File: src/rtl/vac_pkg.sv
package vac_pkg;

  typedef enum logic [1:0] {
    W8  = 2'd0,
    W16 = 2'd1,
    W32 = 2'd2,
    W64 = 2'd3
  } width_e;

  typedef struct packed {
    logic   sub;
    logic   scal;
    width_e width;
  } op_cfg_t;

  // keep-mask for one element of the given width
  function automatic logic [63:0] lane_mask(width_e w);
    case (w)
      W8:      return 64'h0000_0000_0000_00FF;
      W16:     return 64'h0000_0000_0000_FFFF;
      W32:     return 64'h0000_0000_FFFF_FFFF;
      default: return 64'hFFFF_FFFF_FFFF_FFFF;
    endcase
  endfunction

  // add-with-carry or subtract-with-borrow, wrapped to the element width
  function automatic logic [63:0] carry_arith(logic [63:0] a, logic [63:0] b,
                                              logic c, logic sub, width_e w);
    logic [63:0] r;
    r = sub ? (a - b - 64'(c)) : (a + b + 64'(c));
    return r & lane_mask(w);
  endfunction

endpackage

File: src/rtl/vac_ctrl.sv
module vac_ctrl
  import vac_pkg::*;
#(
  parameter int CNTW   = 6,
  parameter int MLEN_W = 7
) (
  input  logic              clk,
  input  logic              rst_n,
  input  logic              start,
  input  op_cfg_t           cfg_i,
  input  logic [CNTW-1:0]   vl_i,
  input  logic [CNTW-1:0]   vlmax_i,
  input  logic [MLEN_W-1:0] mlen_i,
  input  logic [63:0]       scalar_i,
  output logic              busy_o,
  output logic              done_o,
  output logic [CNTW-1:0]   idx_o,
  output logic              in_body_o,
  output op_cfg_t           cfg_o,
  output logic [MLEN_W-1:0] mlen_o,
  output logic [63:0]       scalar_o
);

  logic              busy_q, done_q;
  logic [CNTW-1:0]   idx_q, len_q, vl_q;
  op_cfg_t           cfg_q;
  logic [MLEN_W-1:0] mlen_q;
  logic [63:0]       scalar_q;

  logic accept, last_el;
  assign accept  = start && !busy_q;
  assign last_el = busy_q && (idx_q == len_q - CNTW'(1));

  always_ff @(posedge clk or negedge rst_n) begin
    if (!rst_n) begin
      busy_q   <= 1'b0;
      done_q   <= 1'b0;
      idx_q    <= '0;
      len_q    <= '0;
      vl_q     <= '0;
      cfg_q    <= '0;
      mlen_q   <= '0;
      scalar_q <= '0;
    end else begin
      done_q <= 1'b0;
      if (accept) begin
        cfg_q    <= cfg_i;
        vl_q     <= vl_i;
        mlen_q   <= mlen_i;
        scalar_q <= scalar_i;
        idx_q    <= '0;
        len_q    <= (vlmax_i > vl_i) ? vlmax_i : vl_i;
        if (vl_i == '0) done_q <= 1'b1;
        else            busy_q <= 1'b1;
      end else if (busy_q) begin
        idx_q <= idx_q + CNTW'(1);
        if (last_el) begin
          busy_q <= 1'b0;
          done_q <= 1'b1;
        end
      end
    end
  end

  assign busy_o    = busy_q;
  assign done_o    = done_q;
  assign idx_o     = idx_q;
  assign in_body_o = idx_q < vl_q;
  assign cfg_o     = cfg_q;
  assign mlen_o    = mlen_q;
  assign scalar_o  = scalar_q;

  a_r9_start_ignored: assert property (@(posedge clk) disable iff (!rst_n)
    busy_q && start |=> $stable(cfg_q) && $stable(vl_q) && $stable(scalar_q) && $stable(mlen_q));

  a_r6_empty_run: assert property (@(posedge clk) disable iff (!rst_n)
    accept && (vl_i == '0) |=> done_q && !busy_q);

  a_r8_finish: assert property (@(posedge clk) disable iff (!rst_n)
    last_el |=> !busy_q && done_q);

  a_r8_done_idle: assert property (@(posedge clk) disable iff (!rst_n)
    done_q |-> !busy_q);

endmodule

File: src/rtl/vac_gather.sv
module vac_gather
  import vac_pkg::*;
#(
  parameter int NBYTES = 32,
  parameter int CNTW   = 6,
  parameter int MLEN_W = 7,
  parameter int OFFW   = 12
) (
  input  logic [NBYTES*8-1:0] src1_i,
  input  logic [NBYTES*8-1:0] src2_i,
  input  logic [NBYTES*8-1:0] mask_i,
  input  logic [CNTW-1:0]     idx_i,
  input  logic [MLEN_W-1:0]   mlen_i,
  input  logic [OFFW-1:0]     bitoff_i,
  input  logic                scal_i,
  input  logic [63:0]         scalar_i,
  output logic [63:0]         a_o,
  output logic [63:0]         b_o,
  output logic                cin_o
);

  localparam int NBITS = NBYTES * 8;
  localparam int WW    = NBITS + 64;
  localparam int POSW  = CNTW + MLEN_W;

  logic [WW-1:0]   src1_w, src2_w;
  logic [POSW-1:0] mpos;

  assign src1_w = {64'd0, src1_i};
  assign src2_w = {64'd0, src2_i};
  assign mpos   = POSW'(idx_i) * POSW'(mlen_i);

  // operands: low 64 bits at the element's bit offset
  assign a_o   = 64'(src2_w >> bitoff_i);
  assign b_o   = scal_i ? scalar_i : 64'(src1_w >> bitoff_i);
  // carry bit; shifting past the group yields zero
  assign cin_o = 1'(mask_i >> mpos);

endmodule

File: src/rtl/vac_alu.sv
module vac_alu
  import vac_pkg::*;
(
  input  logic        clk,
  input  logic        rst_n,
  input  logic [63:0] a_i,
  input  logic [63:0] b_i,
  input  logic        cin_i,
  input  logic        sub_i,
  input  width_e      width_i,
  input  logic        in_body_i,
  input  logic        act_i,
  output logic [63:0] res_o
);

  assign res_o = in_body_i ? carry_arith(a_i, b_i, cin_i, sub_i, width_i) : 64'd0;

  // inverse relations: undo the operation and expect zero in the lane
  a_r1_add_sum: assert property (@(posedge clk) disable iff (!rst_n)
    act_i && in_body_i && !sub_i |->
      (((res_o - a_i - b_i - 64'(cin_i)) & lane_mask(width_i)) == 64'd0));

  a_r2_sub_diff: assert property (@(posedge clk) disable iff (!rst_n)
    act_i && in_body_i && sub_i |->
      (((res_o + b_i + 64'(cin_i) - a_i) & lane_mask(width_i)) == 64'd0));

endmodule

File: src/rtl/vac_engine.sv
module vac_engine
  import vac_pkg::*;
#(
  parameter int NBYTES = 32,
  parameter int MLEN_W = 7,
  localparam int AW    = $clog2(NBYTES),
  localparam int CNTW  = $clog2(NBYTES) + 1
) (
  input  logic              clk,
  input  logic              rst_n,
  input  logic              ld_en,
  input  logic [1:0]        ld_bank,
  input  logic [AW-1:0]     ld_addr,
  input  logic [7:0]        ld_data,
  input  logic [AW-1:0]     rd_addr,
  output logic [7:0]        rd_data,
  input  logic              start,
  input  logic              op_sub,
  input  logic              op_scalar,
  input  logic [1:0]        sew,
  input  logic [CNTW-1:0]   vl,
  input  logic [CNTW-1:0]   vlmax,
  input  logic [MLEN_W-1:0] mlen,
  input  logic [63:0]       scalar,
  output logic              busy,
  output logic              done
);

  localparam int NBITS = NBYTES * 8;
  localparam int WW    = NBITS + 64;
  localparam int OFFW  = CNTW + 6;
  localparam int NSRC  = 3;

  // ---------------- storage ----------------
  logic [NBITS-1:0] src_q [NSRC];
  logic [NBITS-1:0] dst_q;
  logic [NBITS-1:0] ld_be, ld_dat;

  assign ld_be  = {{(NBITS-8){1'b0}}, 8'hFF}   << {ld_addr, 3'b000};
  assign ld_dat = {{(NBITS-8){1'b0}}, ld_data} << {ld_addr, 3'b000};

  for (genvar g = 0; g < NSRC; g++) begin : g_src
    logic [NBITS-1:0] bank_q;
    always_ff @(posedge clk or negedge rst_n) begin
      if (!rst_n)
        bank_q <= '0;
      else if (ld_en && (ld_bank == 2'(g)))
        bank_q <= (bank_q & ~ld_be) | (ld_dat & ld_be);
    end
    assign src_q[g] = bank_q;
  end

  // ---------------- control ----------------
  op_cfg_t           cfg_in, cfg_q;
  logic [CNTW-1:0]   idx;
  logic              in_body;
  logic [MLEN_W-1:0] mlen_q;
  logic [63:0]       scalar_q;

  assign cfg_in = '{sub: op_sub, scal: op_scalar, width: width_e'(sew)};

  vac_ctrl #(.CNTW(CNTW), .MLEN_W(MLEN_W)) u_ctrl (
    .clk      (clk),
    .rst_n    (rst_n),
    .start    (start),
    .cfg_i    (cfg_in),
    .vl_i     (vl),
    .vlmax_i  (vlmax),
    .mlen_i   (mlen),
    .scalar_i (scalar),
    .busy_o   (busy),
    .done_o   (done),
    .idx_o    (idx),
    .in_body_o(in_body),
    .cfg_o    (cfg_q),
    .mlen_o   (mlen_q),
    .scalar_o (scalar_q)
  );

  // bit offset of the current element: idx * esz * 8
  logic [OFFW-1:0] bitoff;
  assign bitoff = OFFW'(idx) << (32'(cfg_q.width) + 3);

  // ---------------- datapath ----------------
  logic [63:0] op_a, op_b, res;
  logic        cin;

  vac_gather #(.NBYTES(NBYTES), .CNTW(CNTW), .MLEN_W(MLEN_W), .OFFW(OFFW)) u_gather (
    .src1_i  (src_q[0]),
    .src2_i  (src_q[1]),
    .mask_i  (src_q[2]),
    .idx_i   (idx),
    .mlen_i  (mlen_q),
    .bitoff_i(bitoff),
    .scal_i  (cfg_q.scal),
    .scalar_i(scalar_q),
    .a_o     (op_a),
    .b_o     (op_b),
    .cin_o   (cin)
  );

  vac_alu u_alu (
    .clk      (clk),
    .rst_n    (rst_n),
    .a_i      (op_a),
    .b_i      (op_b),
    .cin_i    (cin),
    .sub_i    (cfg_q.sub),
    .width_i  (cfg_q.width),
    .in_body_i(in_body),
    .act_i    (busy),
    .res_o    (res)
  );

  // ---------------- destination write ----------------
  logic [NBITS-1:0] el_be, el_dat, dst_after_ld, dst_d;
  assign el_be  = NBITS'({{NBITS{1'b0}}, lane_mask(cfg_q.width)} << bitoff);
  assign el_dat = NBITS'({{NBITS{1'b0}}, res} << bitoff);

  always_comb begin
    dst_after_ld = dst_q;
    if (ld_en && (ld_bank == 2'd3))
      dst_after_ld = (dst_q & ~ld_be) | (ld_dat & ld_be);
    dst_d = dst_after_ld;
    if (busy)
      dst_d = (dst_after_ld & ~el_be) | (el_dat & el_be);
  end

  always_ff @(posedge clk or negedge rst_n) begin
    if (!rst_n) dst_q <= '0;
    else        dst_q <= dst_d;
  end

  assign rd_data = 8'(dst_q >> {rd_addr, 3'b000});

  // ---------------- checking hooks ----------------
  logic            tail_wr_q;
  logic [OFFW-1:0] tail_off_q;
  logic [7:0]      tail_byte;

  always_ff @(posedge clk or negedge rst_n) begin
    if (!rst_n) begin
      tail_wr_q  <= 1'b0;
      tail_off_q <= '0;
    end else begin
      tail_wr_q  <= busy && !in_body;
      tail_off_q <= bitoff;
    end
  end

  assign tail_byte = 8'(dst_q >> tail_off_q);

  a_r5_tail_zero: assert property (@(posedge clk) disable iff (!rst_n)
    tail_wr_q && !(ld_en && ld_bank == 2'd3) |-> (tail_byte == 8'h00));

  a_r10_idle_quiet: assert property (@(posedge clk) disable iff (!rst_n)
    !busy && !(ld_en && ld_bank == 2'd3) |=> $stable(dst_q));

endmodule

File: config.mk
export PLATFORM = sky130hd
export DESIGN_NAME = vac_engine
export DESIGN_NICKNAME = d
export VERILOG_FILES = /design/src/rtl/vac_pkg.sv /design/src/rtl/vac_ctrl.sv /design/src/rtl/vac_gather.sv /design/src/rtl/vac_alu.sv /design/src/rtl/vac_engine.sv
export SDC_FILE = /design/constraint.sdc
export NUM_CORES = 2
export LEC_CHECK = 0
export BUFFER_PORTS_ARGS = -buffer_cell sky130_fd_sc_hd__buf_2
export CAP_MARGIN = 30
export CORE_MARGIN = 2
export CORE_UTILIZATION = 25
export DETAILED_ROUTE_END_ITERATION = 8
export PLACE_DENSITY = 0.48
export SLEW_MARGIN = 15
export SYNTH_ARGS = -nofsm -noshare
export SYNTH_HDL_FRONTEND = slang
export SYNTH_HIERARCHICAL = 1
export SYNTH_SLANG_ARGS = --single-unit
File: constraint.sdc
create_clock -name clk -period 11.4 [get_ports clk]
set_input_delay 0.57 -clock clk [delete_from_list [all_inputs] [get_ports clk]]
set_output_delay 0.57 -clock clk [all_outputs]
set_load 0.02 [all_outputs]
# ---- Word-level counts from Yosys, hierarchy flattened
# Cells that the tools add are included.
dict set report op_classes {
  n_addsub 7
  n_mul 1
  magnitude_cmp 2
  n_eq_ne 7
  n_shift 9
  mux 17
  bitwise_logic 15
  n_reduce_logical 11
}
# operator count
set ops {}
lappend ops {{256-bit AND} 7}
lappend ops {{256-bit bitwise OR} 5}
lappend ops {{256-bit two-way mux} 2}
lappend ops {{256-bit NOT} 2}
lappend ops {{64-bit by 12-bit << shifter with 256-bit output} 2}
lappend ops {{256-bit by 12-bit right shift with 64-bit output} 2}
lappend ops {{8-bit by 8-bit << shifter with 256-bit output} 1}
lappend ops {{8-bit by 8-bit << shifter with 256-bit output (first input constant)} 1}
lappend ops {{256-bit by 13-bit right shift with 1-bit output} 1}
lappend ops {{256-bit by 8-bit right shift with 8-bit output} 1}
lappend ops {{64-bit two-way mux} 3}
lappend ops {{64-bit case mux with 3 select lines} 1}
lappend ops {{64-bit by 1-bit adder with 64-bit output} 1}
lappend ops {{64-bit adder} 1}
lappend ops {{64-bit AND} 1}
lappend ops {{64-bit by 1-bit subtractor with 64-bit output} 1}
lappend ops {{64-bit subtractor} 1}
lappend ops {{6-bit two-way mux} 3}
lappend ops {{6-bit by 7-bit multiplier with 13-bit output} 1}
lappend ops {{6-bit by 3-bit << shifter with 12-bit output} 1}
lappend ops {{1-bit two-way mux} 8}
lappend ops {{6-bit by 1-bit adder with 6-bit output (second input constant)} 1}
lappend ops {{2-bit == test (second input constant)} 3}
lappend ops {{6-bit == test} 1}
lappend ops {{other kinds (11)} 18}
dict set report totals {
  regBits 1119
  out_inout_bits 10
  word_cells 83
}

# ---- Logic depth before layout (Yosys ltp)
dict set report logic_depth {
  word_depth 13
  mapped_depth 49
  ltp_nobuf 40
}

# ---- Modules after synthesis
# The synthesis kept the hierarchy.
# mod instances cells_each area_each_um2 seq_area_each_um2
set modules_own_cells {}
lappend modules_own_cells {vac_engine 1 4719 53985.5 25624.6}
lappend modules_own_cells {vac_gather 1 5576 45418.6 0.0}
lappend modules_own_cells {vac_alu 1 1466 9875.7 0.0}
lappend modules_own_cells {vac_ctrl 1 472 4196.5 2377.3}

# ---- Worst setup path after synthesis
# Ideal clock, no wire load.
dict set report synth_timing {
  path_type {flip-flop to flip-flop}
  start {register u_ctrl/cfg_o[0] (netlist name)}
  end {register dst_q[230]}
  setup_ps 135
  t_arrival_ps 9854
  required_ps 11265
  setup_slack_ps 1411
  path_stages_with_launch 47
  synth_period_minus_slack_ps 9989
  path_cell_list {dfrtp_1 > buf_6 > clkinv_1 > ha_1 > buf_6 > mux2i_1 > mux4_2 > buf_4 > inv_2 > buf_4 > buf_4 > buf_2 > buf_2 > buf_2 > buf_2 > buf_2 > buf_2 > buf_2 > [... 11 more ...] > nor3b_1 > o21ai_2 > o2111ai_4 > a311oi_4 > a31oi_2 > o31ai_4 > a21oi_2 > o21ai_2 > a31oi_1 > xor2_1 > o22ai_1 > mux4_2 > a22oi_1 > o21ai_0 > nor3_1 > nor2_1 > a221oi_1 > a21oi_1}
}
dict set report synth_via {
  elab_chain_cells 13
  word_cells_on_any_way 23
  classes_between {5 x add/sub; 2 x eq/ne; 5 x shift; 5 x mux; 5 x bitwise; 1 x reduce/logical}
}
# element line
set synth_lines {}
lappend synth_lines {{2-bit by 2-bit adder with 3-bit output *} vac_engine.sv:82} ;# assign bitoff = OFFW'(idx) << (32'(cfg_q.width) + 3);
lappend synth_lines {{6-bit by 3-bit << shifter with 12-bit output *} vac_engine.sv:82}
lappend synth_lines {{named net bitoff[6]} vac_engine.sv:81} ;# logic [OFFW-1:0] bitoff;
lappend synth_lines {{256-bit by 12-bit right shift with 64-bit output *} vac_gather.sv:35} ;# assign b_o = scal_i ? scalar_i : 64'(src1_w >> bitoff_i);
lappend synth_lines {{64-bit two-way mux *} vac_gather.sv:35}
lappend synth_lines {{named net op_b[0]} vac_engine.sv:85} ;# logic [63:0] op_a, op_b, res;
lappend synth_lines {{64-bit adder or 64-bit subtractor (tied branches)} vac_pkg.sv:30} ;# r = sub ? (a - b - 64'(c)) : (a + b + 64'(c));
lappend synth_lines {{64-bit by 1-bit adder with 64-bit output or 64-bit by 1-bit subtractor with 64-bit output (tied branches)} vac_pkg.sv:30}
lappend synth_lines {{64-bit two-way mux *} vac_pkg.sv:30}
lappend synth_lines {{64-bit AND *} vac_pkg.sv:31} ;# return r & lane_mask(w);
lappend synth_lines {{64-bit two-way mux *} vac_alu.sv:16} ;# assign res_o = in_body_i ? carry_arith(a_i, b_i, cin_i, sub_i, width_i) : 64'd0;
lappend synth_lines {{named net res[56]} vac_engine.sv:85}
lappend synth_lines {{64-bit by 12-bit << shifter with 256-bit output *} vac_engine.sv:118} ;# assign el_dat = NBITS'({{NBITS{1'b0}}, res} << bitoff);
lappend synth_lines {{256-bit AND *} vac_engine.sv:126} ;# dst_d = (dst_after_ld & ~el_be) | (el_dat & el_be);
lappend synth_lines {{256-bit bitwise OR *} vac_engine.sv:126}
lappend synth_lines {{256-bit two-way mux *} vac_engine.sv:125} ;# if (busy)
lappend synth_lines {{named net dst_d[230]} vac_engine.sv:116} ;# logic [NBITS-1:0] el_be, el_dat, dst_after_ld, dst_d;
lappend synth_lines {{end signal: assignment} vac_engine.sv:131} ;# else dst_q <= dst_d;
lappend synth_lines {{end: declaration} vac_engine.sv:36} ;# logic [NBITS-1:0] dst_q;
# Mark *: on every way through the listed nets, which the timed path passes. The rest lies on a longest branch.
# A chain may end at the register's enable or synchronous reset.

# ---- Final worst setup path
dict set report layout_timing {
  start {register u_ctrl.idx_q[0] (netlist: u_ctrl/idx_o[0])}
  end {register dst_q[232]}
}
dict set report layout_via {
  word_cells_on_any_way 21
  classes_between {4 x add/sub; 1 x mul; 1 x order compare; 6 x shift; 4 x mux; 5 x bitwise}
}
# element line
set layout_rtl {}
lappend layout_rtl {{start: declaration} vac_ctrl.sv:25} ;# logic [CNTW-1:0] idx_q, len_q, vl_q;
lappend layout_rtl {{start signal: assignment} vac_ctrl.sv:56} ;# idx_q <= idx_q + CNTW'(1);
lappend layout_rtl {{6-bit by 3-bit << shifter with 12-bit output *} vac_engine.sv:82}
lappend layout_rtl {{256-bit by 12-bit right shift with 64-bit output *} vac_gather.sv:34} ;# assign a_o = 64'(src2_w >> bitoff_i);
lappend layout_rtl {{named net op_a[15]} vac_engine.sv:85}
lappend layout_rtl {{64-bit adder or 64-bit subtractor (tied branches)} vac_pkg.sv:30}
lappend layout_rtl {{64-bit by 1-bit adder with 64-bit output or 64-bit by 1-bit subtractor with 64-bit output (tied branches)} vac_pkg.sv:30}
lappend layout_rtl {{64-bit two-way mux *} vac_pkg.sv:30}
lappend layout_rtl {{64-bit AND *} vac_pkg.sv:31}
lappend layout_rtl {{64-bit two-way mux *} vac_alu.sv:16}
lappend layout_rtl {{named net res[61]} vac_engine.sv:85}
lappend layout_rtl {{64-bit by 12-bit << shifter with 256-bit output *} vac_engine.sv:118}
lappend layout_rtl {{256-bit AND *} vac_engine.sv:126}
lappend layout_rtl {{256-bit bitwise OR *} vac_engine.sv:126}
lappend layout_rtl {{256-bit two-way mux *} vac_engine.sv:125}
lappend layout_rtl {{named net dst_d[232]} vac_engine.sv:116}
# Marked as above.

==> flow_summary.json <==
{
  "status": "finished, final reports clean",
  "ys.flop_type": "dfrtp_1",
  "r2r_end": "dst_q[232]$_DFF_PN0_",
  "area_growth_pct": 24.4,
  "drc_errors": 0,
  "rows": 247,
  "cts_max_level": 4,
  "cap_violations": 0,
  "fin_crit_ns": 11.30,
  "crit_top_cell": "buf_4",
  "synthArstFlopShare_pct": 100,
  "ant_nets": 0,
  "clk_latency_ns": 0.94,
  "worstPathRequired_ns": 12.17,
  "skew_ns": 0.0902,
  "finalSetupTns_ns": 0,
  "tightest_slew_ns": 1.20,
  "avgSynthCellArea_um2": 9.28,
  "routed_wl_um": 881000,
  "synth-seq-cells": 1119,
  "synth_most_common_cell": "nand2_1",
  "fin_hold_ws_ns": 0.0898,
  "die_h_um": 678,
  "cts_root_buf": "clkbuf_16",
  "worst-r2r-setup-slack_ns": 0.1,
  "yosysWarnings": 6,
  "numClockSinks": 1119,
  "drv_slew": 0,
  "hold_path.class": "in -> reg",
  "netlist_instances": 12233,
  "dr.pass1.iters": 6,
  "drt_iter0_markers": 19096,
  "crit_type": "reg -> reg",
  "cts-buffers-inserted": 149,
  "vias": 124791,
  "drt-vias-per-instance": 6.32,
  "ys_seq_area_share_pct": 24.7,
  "start_kind": "flip-flop",
  "r2r-start": "u_ctrl/idx_o[0]$_DFFE_PN0P_",
  "synth_area_um2": 113000,
  "holdPathStages": 3,
  "drive_gt1_share_pct": 33.4,
  "crit_slowest_cell": "a2111o_1",
  "grt.total_usage_pct": 37.0,
  "cp_max_fo": 34,
  "synth_top_area_share_pct": 24.7,
  "cts_tree": "done",
  "pre_cts_ws_ns": -0.347,
  "clock_path_buffers": 4,
  "core_um2": 452000,
  "worstSetupEndpoint": "dst_q[232]$_DFF_PN0_",
  "worstSetupEndpointType": "flip-flop",
  "ff2ff_path_depth": 40,
  "place_hpwl_um": 699000,
  "place.gp.congestion": 1.07,
  "wl_per_cell_um": 44.6,
  "start_util_pct": 25.1,
  "hold_viol_final": 0,
  "yosysTopAreaCell": "dfrtp_1",
  "slowest_delay_ns": 0.61,
  "setup.worst_path.start": "u_ctrl/idx_o[0]$_DFFE_PN0P_",
  "rsz0062_at_grt": "no",
  "fin_crit_sh_pct": 99.1,
  "grt_pass1_vias": 118395,
  "final_nets": 13998,
  "grt_pass1_wl_um": 1160000,
  "antenna_found_initial": 121,
  "synth_common_cells": "nand2_1 (1360), dfrtp_1 (1119), mux2_2 (1108), nor2_1 (999), mux2i_1 (871)",
  "synth_area_leaders": "dfrtp_1 (25%), mux4_2 (13%), mux2_2 (11%)",
  "dieArea_um2": 459000,
  "maxSlewHeadroom_pct": 20.0,
  "setup_slack_ns": 0.0987,
  "crit_arrival_ns": 12.08,
  "die_w_um": 678,
  "synth_cell_types": 139,
  "grt_max_degree": 151,
  "max_freq_mhz": 88.5,
  "path_clk_slew_ns": 0.06,
  "syn_nets": 12592,
  "setup_viol_count_final": 0,
  "overflow": 0,
  "synth_edf_count": 0,
  "portBuffers": 120,
  "io_pins": 121
}
==> worst max-delay path: cells and delay by family, from the launching register on <==
kind	cells	cell delay, ns
and+or+nand+nor	4	0.79
muxes	5	1.92
buffers and inverters	15	3.07
DFF	1	0.44
xor gates and xnor gates	1	0.27
adders and majority gates	1	0.27
AOI/OAI and AO/OA	14	3.97
==> worst min path at each step <==
stage | slack [ns] | from | endpoint
after global placement | 0.46 | u_ctrl/scalar_o[55]$_DFFE_PN0P_ | u_ctrl/scalar_o[55]$_DFFE_PN0P_
after CTS | 0.03 | sew[0] | u_ctrl/cfg_o[0]$_DFFE_PN0P_
after global routing | 0.1 | sew[0] | u_ctrl/cfg_o[0]$_DFFE_PN0P_
after floorplan | 0.27 | rst_n | asynchronous set/reset pin
final | 0.09 | sew[1] | u_ctrl/cfg_o[1]$_DFFE_PN0P_
after detailed placement | 0.46 | u_ctrl/scalar_o[62]$_DFFE_PN0P_ | u_ctrl/scalar_o[62]$_DFFE_PN0P_
==> metrics by stage <==
stage / utilization, % / instances / instance area, um2
after detailed placement: 29.8 / 19365 / 135000
after global routing: 31.2 / 19727 / 141000
after floorplan: - / 12233 / 113000
after global placement: 29.8 / 19337 / 135000
after CTS: 31.1 / 19707 / 141000
final: 31.2 / 19757 / 141000
==> area by class of cell <==
| class | instances | area [um2] |
|---|---|---|
| flip-flops and latches | 1119 | 28000 |
| fillers | 47796 | 311000 |
| well taps | 5976 | 7480 |
| clock buffers | 206 | 4240 |
| diodes | 35 | 87.6 |
| clock inverters | 52 | 779 |
| inverters | 294 | 1200 |
| repair buffers | 2319 | 19800 |
| multi-input cells | 9756 | 79500 |
==> layout by cell type (no fill, tap or decap), types with 151 or more instances in the layout <==
cell	instances
buf_4	1912
nand2_1	1340
dfrtp_1	1113
mux2_2	1108
nor2_1	932
mux2i_1	869
a21oi_1	720
mux4_2	648
o21ai_0	511
o22ai_1	316
inv_1	274
a22oi_1	268
nand3_1	230
ha_1	220
a211oi_1	184
buf_12	177
nor3_1	171
clkbuf_16	151
==> routing by layer <==
layer	track usage [%]	vias up	routed length [um]
met2	52.5	8061	358000
met3	9.67	1530	90900
met4	17.3	72	49600
met5	0	-	651
li1	-	49702	-
met1	51.7	65426	382000
==> cell families after synthesis <==
family | Yosys count | share of synthesized area [%]
buf+inv | 1358 | 5.87
compound gates | 3470 | 21.2
simple gates | 3268 | 12.7
xor+xnor | 137 | 1.06
fa+ha+maj | 248 | 2.90
mux | 2633 | 31.6
flops | 1119 | 24.7
==> repair_timing <==
item,4_1_cts,5_1_grt
gates resized for setup,4,23
pin swaps,0,7
setup endpoints to repair,25,193
setup buffers,0,4
hold buffers,84,0
endpoints found under the hold margin,161,0
Power is not shown: default switching activity piles up to over one toggle a cycle in this logic, so the estimate is an artifact.
